## src/rtl/dsense_pkg.sv

```systemverilog
package dsense_pkg;

  // Register addresses (the bus master depends on these values)
  localparam logic [6:0] ADDR_CTRL     = 7'h02;
  localparam logic [6:0] ADDR_SENSE    = 7'h04;
  localparam logic [6:0] ADDR_GRP_BASE = 7'h10;
  localparam logic [6:0] ADDR_THR_GND  = 7'h3A;
  localparam logic [6:0] ADDR_THR_SUP  = 7'h3C;
  localparam logic [6:0] ADDR_ALL      = 7'h78;

  localparam int WORD_W = 32;
  localparam int BYTE_W = 8;

  typedef enum logic [1:0] {
    WK_NONE = 2'd0,
    WK_BYTE = 2'd1,
    WK_PAIR = 2'd2
  } wr_kind_e;

  typedef struct packed {
    logic       rd;
    logic [6:0] addr;
  } cmd_t;

  // Width class of a writable address
  function automatic wr_kind_e wr_kind(input logic [6:0] a);
    case (a)
      ADDR_CTRL, ADDR_SENSE:     return WK_BYTE;
      ADDR_THR_GND, ADDR_THR_SUP: return WK_PAIR;
      default:                   return WK_NONE;
    endcase
  endfunction

  // Group status address: base plus twice the group number
  function automatic logic is_group_addr(input logic [6:0] a, input int ngrp);
    int off;
    off = int'(a) - int'(ADDR_GRP_BASE);
    return (off >= 0) && (off % 2 == 0) && (off / 2 < ngrp);
  endfunction

  function automatic int group_of(input logic [6:0] a);
    return (int'(a) - int'(ADDR_GRP_BASE)) / 2;
  endfunction

  // Hysteresis lives in the upper byte; odd means lock
  function automatic logic hyst_odd(input logic [15:0] code);
    return code[8];
  endfunction

  function automatic logic [7:0] group_byte(input logic [WORD_W-1:0] s, input int g);
    return s[g*BYTE_W +: BYTE_W];
  endfunction

endpackage

```

## src/rtl/dsense_sync.sv

```systemverilog
module dsense_sync #(
  parameter int W      = 3,
  parameter int STAGES = 2
) (
  input  logic         clk,
  input  logic         rst_n,
  input  logic [W-1:0] d_i,
  input  logic [W-1:0] rst_val_i,
  output logic [W-1:0] q_o
);

  logic [W-1:0] stage_q [STAGES];

  generate
    for (genvar s = 0; s < STAGES; s++) begin : g_stage
      if (s == 0) begin : g_first
        always_ff @(posedge clk or negedge rst_n) begin
          if (!rst_n) stage_q[0] <= rst_val_i;
          else        stage_q[0] <= d_i;
        end
      end else begin : g_next
        always_ff @(posedge clk or negedge rst_n) begin
          if (!rst_n) stage_q[s] <= rst_val_i;
          else        stage_q[s] <= stage_q[s-1];
        end
      end
    end
  endgenerate

  assign q_o = stage_q[STAGES-1];

endmodule

```

## src/rtl/dsense_spi_shift.sv

```systemverilog
module dsense_spi_shift
  import dsense_pkg::*;
#(
  parameter int SYNC = 2
) (
  input  logic              clk,
  input  logic              rst_n,
  input  logic              sclk_i,
  input  logic              cs_n_i,
  input  logic              mosi_i,
  input  logic              load_i,
  input  logic [WORD_W-1:0] load_word_i,
  output logic              miso_o,
  output logic              byte_valid_o,
  output logic [2:0]        byte_num_o,
  output logic [7:0]        byte_o
);

  logic [2:0] raw, synced;
  logic       sclk_s, cs_n_s, mosi_s, sclk_d;
  logic       rise, fall;

  assign raw = {sclk_i, cs_n_i, mosi_i};

  dsense_sync #(.W(3), .STAGES(SYNC)) u_sync (
    .clk       (clk),
    .rst_n     (rst_n),
    .d_i       (raw),
    .rst_val_i (3'b010),
    .q_o       (synced)
  );

  assign sclk_s = synced[2];
  assign cs_n_s = synced[1];
  assign mosi_s = synced[0];

  // Edge events, only meaningful inside a frame
  assign rise = sclk_s & ~sclk_d & ~cs_n_s;
  assign fall = ~sclk_s & sclk_d & ~cs_n_s;

  logic [2:0]        bit_cnt;
  logic [2:0]        byte_idx;
  logic [6:0]        rx_sr;
  logic [WORD_W-1:0] tx_q;
  logic              shift_pend;
  logic              bv_q;
  logic [2:0]        bn_q;
  logic [7:0]        byte_q;

  always_ff @(posedge clk or negedge rst_n) begin
    if (!rst_n) sclk_d <= 1'b0;
    else        sclk_d <= sclk_s;
  end

  always_ff @(posedge clk or negedge rst_n) begin
    if (!rst_n) begin
      bit_cnt    <= '0;
      byte_idx   <= '0;
      rx_sr      <= '0;
      tx_q       <= '0;
      shift_pend <= 1'b0;
      bv_q       <= 1'b0;
      bn_q       <= '0;
      byte_q     <= '0;
    end else if (cs_n_s) begin
      bit_cnt    <= '0;
      byte_idx   <= '0;
      rx_sr      <= '0;
      tx_q       <= '0;
      shift_pend <= 1'b0;
      bv_q       <= 1'b0;
    end else begin
      bv_q <= 1'b0;
      if (rise) begin
        rx_sr   <= {rx_sr[5:0], mosi_s};
        bit_cnt <= bit_cnt + 3'd1;
        if (byte_idx != 3'd0) shift_pend <= 1'b1;
        if (bit_cnt == 3'd7) begin
          bv_q   <= 1'b1;
          byte_q <= {rx_sr, mosi_s};
          bn_q   <= byte_idx;
          if (byte_idx != 3'd7) byte_idx <= byte_idx + 3'd1;
        end
      end
      if (load_i) begin
        tx_q       <= load_word_i;
        shift_pend <= 1'b0;
      end else if (fall && shift_pend) begin
        tx_q       <= {tx_q[WORD_W-2:0], 1'b0};
        shift_pend <= 1'b0;
      end
    end
  end

  assign miso_o       = tx_q[WORD_W-1] & ~cs_n_s;
  assign byte_valid_o = bv_q;
  assign byte_num_o   = bn_q;
  assign byte_o       = byte_q;

  a_r10_abort_restarts: assert property (@(posedge clk) disable iff (!rst_n)
    cs_n_s |=> (bit_cnt == 3'd0 && byte_idx == 3'd0 && !bv_q));

  a_r3_idle_quiet: assert property (@(posedge clk) disable iff (!rst_n)
    cs_n_s |=> (tx_q == '0));

  a_r2_byte_single: assert property (@(posedge clk) disable iff (!rst_n)
    bv_q |=> !bv_q);

  a_r3_hold_on_rise: assert property (@(posedge clk) disable iff (!rst_n)
    (rise && !load_i) |=> ($stable(tx_q) || tx_q == '0));

endmodule

```

## src/rtl/dsense_regs.sv

```systemverilog
module dsense_regs
  import dsense_pkg::*;
#(
  parameter int NCH = 32,
  parameter int GRP = 8
) (
  input  logic              clk,
  input  logic              rst_n,
  input  logic              byte_valid_i,
  input  logic [2:0]        byte_num_i,
  input  logic [7:0]        byte_i,
  input  logic [NCH-1:0]    chan_level_i,
  input  logic [6:0]        rd_addr_i,
  output logic [WORD_W-1:0] rd_word_o,
  output logic              test_mode_o,
  output logic              soft_reset_o,
  output logic [NCH/GRP-1:0] group_supply_o,
  output logic [NCH-1:0]    chan_supply_o,
  output logic [15:0]       gnd_thr_o,
  output logic [15:0]       sup_thr_o,
  output logic              locked_o
);

  localparam int NGRP = NCH / GRP;

  cmd_t             cmd_q;
  logic [1:0]       ctrl_q;
  logic [NGRP-1:0]  sense_q;
  logic [7:0]       hi_stage;
  logic [15:0]      thr_g_q, thr_s_q;
  logic             lock_q;
  logic [NCH-1:0]   status_q;

  // Named write events
  logic        cmd_ev, wr_byte_ev, wr_pair_ev, odd_write, sreset;
  logic [15:0] pair_word;

  assign sreset     = ctrl_q[1];
  assign cmd_ev     = byte_valid_i && (byte_num_i == 3'd0);
  assign wr_byte_ev = byte_valid_i && (byte_num_i == 3'd1) && !cmd_q.rd;
  assign wr_pair_ev = byte_valid_i && (byte_num_i == 3'd2) && !cmd_q.rd &&
                      (wr_kind(cmd_q.addr) == WK_PAIR);
  assign pair_word  = {hi_stage, byte_i};
  assign odd_write  = wr_pair_ev && hyst_odd(pair_word);

  always_ff @(posedge clk or negedge rst_n) begin
    if (!rst_n) begin
      cmd_q  <= '0;
      ctrl_q <= '0;
    end else begin
      if (cmd_ev) cmd_q <= cmd_t'(byte_i);
      if (wr_byte_ev && cmd_q.addr == ADDR_CTRL) ctrl_q <= byte_i[1:0];
    end
  end

  always_ff @(posedge clk or negedge rst_n) begin
    if (!rst_n) begin
      sense_q  <= '0;
      hi_stage <= '0;
      thr_g_q  <= '0;
      thr_s_q  <= '0;
      lock_q   <= 1'b0;
      status_q <= '0;
    end else if (sreset) begin
      sense_q  <= '0;
      hi_stage <= '0;
      thr_g_q  <= '0;
      thr_s_q  <= '0;
      lock_q   <= 1'b0;
      status_q <= '0;
    end else begin
      if (!lock_q) status_q <= chan_level_i;
      if (wr_byte_ev) begin
        hi_stage <= byte_i;
        if (cmd_q.addr == ADDR_SENSE) sense_q <= byte_i[NGRP-1:0];
      end
      if (wr_pair_ev) begin
        if (cmd_q.addr == ADDR_THR_GND) thr_g_q <= pair_word;
        else                            thr_s_q <= pair_word;
        if (odd_write) lock_q <= 1'b1;
      end
    end
  end

  // Read view, left aligned so the shifter always starts at its MSB
  logic [WORD_W-1:0] stat32;
  always_comb begin
    stat32 = '0;
    stat32[NCH-1:0] = status_q;
  end

  always_comb begin
    rd_word_o = '0;
    if (is_group_addr(rd_addr_i, NGRP)) begin
      rd_word_o[WORD_W-1 -: 8] = group_byte(stat32, group_of(rd_addr_i));
    end else begin
      case (rd_addr_i)
        ADDR_CTRL:    rd_word_o[WORD_W-1 -: 8] = {6'b0, ctrl_q};
        ADDR_SENSE:   rd_word_o[WORD_W-1 -: 8] = 8'(sense_q);
        ADDR_THR_GND: rd_word_o[WORD_W-1 -: 16] = thr_g_q;
        ADDR_THR_SUP: rd_word_o[WORD_W-1 -: 16] = thr_s_q;
        ADDR_ALL:     rd_word_o = stat32;
        default:      rd_word_o = '0;
      endcase
    end
  end

  generate
    for (genvar g = 0; g < NGRP; g++) begin : g_fan
      assign chan_supply_o[g*GRP +: GRP] = {GRP{sense_q[g]}};
    end
  endgenerate

  assign test_mode_o    = ctrl_q[0];
  assign soft_reset_o   = ctrl_q[1];
  assign group_supply_o = sense_q;
  assign gnd_thr_o      = thr_g_q;
  assign sup_thr_o      = thr_s_q;
  assign locked_o       = lock_q;

  a_r1_cmd_capture: assert property (@(posedge clk) disable iff (!rst_n)
    cmd_ev |=> (cmd_q == $past(byte_i)));

  a_r4_ctrl_only_written: assert property (@(posedge clk) disable iff (!rst_n)
    !(wr_byte_ev && cmd_q.addr == ADDR_CTRL) |=> $stable(ctrl_q));

  a_r6_sreset_holds: assert property (@(posedge clk) disable iff (!rst_n)
    sreset |=> (sense_q == '0 && thr_g_q == '0 && thr_s_q == '0 &&
                !lock_q && status_q == '0));

  a_r8_odd_locks: assert property (@(posedge clk) disable iff (!rst_n)
    (odd_write && !sreset) |=> lock_q);

  a_r8_lock_freezes: assert property (@(posedge clk) disable iff (!rst_n)
    (lock_q && !sreset) |=> $stable(status_q));

endmodule

```

## src/rtl/dsense_spi_regs.sv

```systemverilog
module dsense_spi_regs
  import dsense_pkg::*;
#(
  parameter int NCH  = 32,
  parameter int GRP  = 8,
  parameter int SYNC = 2
) (
  input  logic        clk,
  input  logic        rst_n,
  input  logic        spi_sclk,
  input  logic        spi_cs_n,
  input  logic        spi_mosi,
  output logic        spi_miso,
  input  logic [31:0] chan_level,
  output logic        test_mode,
  output logic        soft_reset,
  output logic [3:0]  group_supply,
  output logic [31:0] chan_supply,
  output logic [15:0] gnd_thr,
  output logic [15:0] sup_thr,
  output logic        locked
);

  logic              byte_valid;
  logic [2:0]        byte_num;
  logic [7:0]        rx_byte;
  logic              rd_load;
  logic [WORD_W-1:0] rd_word;

  // A completed read command loads the reply at once
  assign rd_load = byte_valid && (byte_num == 3'd0) && rx_byte[7];

  dsense_spi_shift #(.SYNC(SYNC)) u_shift (
    .clk          (clk),
    .rst_n        (rst_n),
    .sclk_i       (spi_sclk),
    .cs_n_i       (spi_cs_n),
    .mosi_i       (spi_mosi),
    .load_i       (rd_load),
    .load_word_i  (rd_word),
    .miso_o       (spi_miso),
    .byte_valid_o (byte_valid),
    .byte_num_o   (byte_num),
    .byte_o       (rx_byte)
  );

  dsense_regs #(.NCH(NCH), .GRP(GRP)) u_regs (
    .clk            (clk),
    .rst_n          (rst_n),
    .byte_valid_i   (byte_valid),
    .byte_num_i     (byte_num),
    .byte_i         (rx_byte),
    .chan_level_i   (chan_level),
    .rd_addr_i      (rx_byte[6:0]),
    .rd_word_o      (rd_word),
    .test_mode_o    (test_mode),
    .soft_reset_o   (soft_reset),
    .group_supply_o (group_supply),
    .chan_supply_o  (chan_supply),
    .gnd_thr_o      (gnd_thr),
    .sup_thr_o      (sup_thr),
    .locked_o       (locked)
  );

  a_r12_idle_miso: assert property (@(posedge clk) disable iff (!rst_n)
    ($past(spi_cs_n) && spi_cs_n) |-> !spi_miso);

endmodule

```

## config.mk

```make
export PLATFORM = sky130hd
export DESIGN_NAME = dsense_spi_regs
export DESIGN_NICKNAME = d
export VERILOG_FILES = /design/src/rtl/dsense_pkg.sv /design/src/rtl/dsense_sync.sv /design/src/rtl/dsense_spi_shift.sv /design/src/rtl/dsense_regs.sv /design/src/rtl/dsense_spi_regs.sv
export SDC_FILE = /design/constraint.sdc
export NUM_CORES = 1
export LEC_CHECK = 0
export BUFFER_PORTS_ARGS = -buffer_cell sky130_fd_sc_hd__buf_2
export CAP_MARGIN = 10
export CORE_ASPECT_RATIO = 1.1
export CORE_MARGIN = 5
export CORE_UTILIZATION = 40
export CTS_BUF_LIST = sky130_fd_sc_hd__clkbuf_8
export DETAILED_ROUTE_END_ITERATION = 6
export RECOVER_POWER = 50
export SYNTH_ARGS = -nofsm -noshare
export SYNTH_HDL_FRONTEND = slang
export SYNTH_SLANG_ARGS = --single-unit
export TNS_END_PERCENT = 1
```

## constraint.sdc

```tcl
create_clock -name clk -period 9.99 [get_ports clk]
set_clock_uncertainty 0.1 [all_clocks]
set_input_delay 0.4995 -clock clk [delete_from_list [all_inputs] [get_ports clk]]
set_output_delay 0.4995 -clock clk [all_outputs]
set_load 0.01 [all_outputs]
```

==> impl_results.md <==
* Simple-gate area share of the yosys netlist at 14.1%
* H-tree levels at 4
* GR Util All Layers at 18.8%
* Max_cap viols at 2
* Vias at approximately 5800
* Hold buffer count at CTS at 0
* Tcrit/Tclk final at approximately half
* CP endpoint kind: register
* Drt pass-1 iters at 5
* Synth Net Count at ~790
* Nets at 841
* Final Wtd Congestion at 0.919
* Buffer count from post-CTS setup fixing at 0
* HPWL Detailed at 14.3 mm
* Worst-margin pin slew at roughly 4.6 ns
* Clk sink count at about 150
* Netlist cell types at 63
* # DRC at 0
* Routed len/inst at 19.6 µm
* Status: complete, but fails checks
* CTS Buf Count at 17
* Vias in the first global route at between 5000 and 6000
* Largest delay contributor family on the critical path: simple AND/OR/NAND/NOR gates
* CP Data Arrival Time at between 5 and 6 ns
* Largest net degree at the start of global routing at 86
* Io pins at about 110
* CP peak stage delay at approximately 0.70 ns
* Hold crit path type: in -> reg
* First-pass GRT wire length at 32.6 mm
* Synth Flop Type: dfrtp_1
* # fillers at about 1800
* Slowest stage cell, crit path: nor3_4
* Yosys warnings at 0
* Worst Path Max Fanout at 19
* Worst-case clock buffer depth at 2
* 1st-iter DRT viols at between 400 and 500
* Hold Vio Cnt, Final at 0
* Synth Area in Compound Gates at about 15%
* Max-slew headroom at -204%
* Maximum clock frequency at 206 MHz
* Register area at 0.00381 mm²
* Most numerous cell on the critical path: ha_1
* Critical path cell sequence: nor3_4, and2_1, ha_1, ha_1, nand3b_1, nor2_1, o211ai_1, ha_1, or4b_1, nor4_1, nand4b_1, o31ai_4, or3_1, o21ai_2
* Post-synth ARST share at 100%
* Post-synth top area share at 48.7%
* Violated checks: capacitance limit, slew limit
* Top cell type by total area after synthesis: dfrtp_1
* RSZ-0062 raised after global routing: false
* Share of cells above drive strength 1 at roughly a fifth
* Area share of fa/ha/maj cells after synthesis at between 3 and 4%
* IO Port Bufs at roughly 110
* Area grow syn2layout at 10.8%
* Post-synthesis mux area share at approximately 11%
* Die ar. at between 0.02 and 0.025 mm²
* Area contributors post-synth: dfrtp_1 49%, mux2i_1 6.4%, nand2_1 5.1%
* Die Height at 156 µm
* WL final at between 20 and 25 mm
* ANT cells at 0
* Synth Cell Area at 0.00770 mm²
* Cells after synthesis at about 730
* Pre-CTS setup slack at 5.21 ns
* Final ANT Viol Nets at 0
* Remaining Overflow, GRT at 0
* Largest family of logic cells by synthesized area: compound AO/OA/AOI/OAI gates
* Final min period at slightly below 5 ns
* Fraction of the yosys area taken by sequential cells at slightly below 50%
* Antenna violations before repair at 0
* Top post-synthesis cells by count: 150 x dfrtp_1, 105 x nand2_1, 69 x nor2_1
* CTS tree: built
* Final Max Slew Viols at 110
* Core region area at 0.0190 mm²
* Pwr Density at about 140 mW/mm²
* WP buf/inv at 0
* CTS resizes at 0
* Required time of the critical path at 10.22 ns
* Post-Synth XOR/XNOR Area at less than 1%
* #FFs+latches synth at roughly 150
* Path type of the worst setup path: reg -> reg
* Startpoint Class: register
* Setup violators final at 0
* Avg Cell Area, Syn at 10.5 µm²
* Most numerous cell in the Yosys netlist: dfrtp_1
* Total negative slack at 0 ns
* FP Rows at 53
* Worst-case vdd ir drop at ~0.000085 V
* CTS root buf: clkbuf_8
* Initial Util at between 40 and 50%
* Area occupied by multi-input gates at approximately 0.0034 mm²
* Post-synth EDFFs at 0
* Leakage power at ~3.8 nW
* Worst skew pair latency at 0.46 ns
* PnR worst setup slack at a little over 5 ns
* Horiz. Die Dim at approximately 140 µm
* Clock slew at reported path FFs at ~0.090 ns
* Vias per cell at approximately 5.6
## sequential cells by signal, indices dropped and copies added, names as in the netlist, 2 cells and up
signal / cells
u_regs.cmd_q: 8
u_regs.ctrl_q: 2
u_regs.gnd_thr_o: 16
u_regs.group_supply_o: 4
u_regs.hi_stage: 8
u_regs.stat32: 32
u_regs.sup_thr_o: 16
u_shift.bit_cnt: 3
u_shift.byte_idx: 3
u_shift.byte_num_o: 3
u_shift.byte_o: 8
u_shift.rx_sr: 7
u_shift.tx_q: 32
u_shift.u_sync.q_o: 3
u_shift.u_sync.stage_q: 3
## layout make-up
class / count / area share, %
Inverter: 7 / 0.308
Clock inverter: 15 / 2.21
Sequential cell: 152 / 44.6
Timing Repair Buffer: 114 / 6.28
Multi-Input combinational cell: 491 / 40.2
Tap cell: 247 / 3.62
Clock buffer: 17 / 2.74
## placed cells by master (no fill, tap or decap), types with 3 or more instances in the layout
| master | Yosys | routed |
|---|---|---|
| or4b_1 | 3 | 3 |
| nand3_1 | 5 | 5 |
| inv_1 | 6 | 7 |
| a222oi_1 | 8 | 8 |
| a22oi_1 | 8 | 8 |
| inv_6 | 0 | 6 |
| a221oi_1 | 3 | 3 |
| nor4b_1 | 4 | 3 |
| o22ai_1 | 6 | 6 |
| nand4b_1 | 3 | 3 |
| a31o_1 | 10 | 10 |
| a21o_1 | 5 | 5 |
| o21ai_2 | 7 | 7 |
| o21ai_0 | 12 | 12 |
| mux2i_1 | 49 | 49 |
| nand4_1 | 3 | 3 |
| a32o_1 | 6 | 6 |
| nand2_1 | 105 | 105 |
| nand2b_1 | 4 | 4 |
| buf_4 | 32 | 4 |
| nand3b_1 | 4 | 4 |
| nor3_1 | 3 | 3 |
| a22o_1 | 20 | 20 |
| o21bai_1 | 3 | 3 |
| and3_1 | 3 | 3 |
| and2_1 | 6 | 6 |
| nor2b_1 | 6 | 6 |
| nor2_1 | 69 | 68 |
| clkbuf_1 | 37 | 36 |
| clkbuf_8 | 0 | 17 |
| mux4_2 | 8 | 8 |
| a21oi_1 | 53 | 53 |
| ha_1 | 21 | 21 |
| a31o_2 | 5 | 5 |
| mux2_2 | 19 | 19 |
| dfrtp_1 | 150 | 150 |
| bufinv_16 | 0 | 3 |
| buf_2 | 9 | 74 |
## worst paths after layout
kind                       cells after the start                           startpoint                                   to  slack, ns
setup / recovery                              14        u_shift.byte_o[6]$_DFFE_PN0P_         u_shift.tx_q[21]$_DFFE_PN0P_       5.13
hold / removal                                 1                             spi_mosi  u_shift.u_sync.stage_q[3]$_DFF_PN0_       0.05
setup reg to reg                              14        u_shift.byte_o[6]$_DFFE_PN0P_         u_shift.tx_q[21]$_DFFE_PN0P_       5.13
hold reg to reg                                0  u_shift.u_sync.stage_q[3]$_DFF_PN0_      u_shift.u_sync.q_o[0]$_DFF_PN0_       0.25
max in group asynchronous                      2                                rst_n        u_shift.byte_o[5]$_DFFE_PN0P_       5.58
min in group asynchronous                      1                                rst_n         u_shift.tx_q[13]$_DFFE_PN0P_       1.55
## kinds of logic after synthesis
family | Yosys count
xor gates and xnor gates | 3
AOI/OAI and AO/OA | 159
buffers and inverters | 90
muxes | 76
DFF | 152
adders and majority gates | 21
and+or+nand+nor | 232
## worst register-to-register path, stage by stage, from the launching register on
cell and delay (ns):
dfrtp_1 0.61, nor3_4 0.70, and2_1 0.25, ha_1 0.15, ha_1 0.18, nand3b_1 0.14
nor2_1 0.21, o211ai_1 0.15, ha_1 0.35, or4b_1 0.44, nor4_1 0.27, nand4b_1 0.19
o31ai_4 0.43, or3_1 0.46, o21ai_2 0.11
## per-stage QoR
step	total power, mW	cell area, µm²	utilization, %	hold slack, ns	cells
final	1.18	8530	44.8	0.0492	1043
after floorplan	0.655	7700	-	0.104	733
after detailed placement	0.684	8170	42.9	0.235	1010
after global placement	0.683	8170	42.9	0.236	1010
after CTS	1.19	8590	45.1	0.00483	1042
after global routing	1.22	8530	44.8	0.0244	1043
## routing by layer
layer  wire, µm  global-route usage (%)  vias up
met4        271                    4.75        0
met2       9700                    29.9      179
met1       9390                    26.8     2914
met3       1070                    3.46       20
li1           -                       -     2680
met5          0                       0        -
## where the power goes
| part | internal (mW) | switching (mW) |
|---|---|---|
| clock | 0.254 | 0.256 |
| sequential | 0.624 | 0.0112 |
| combinational | 0.0125 | 0.0224 |
Power figures use the tool's default switching activity.
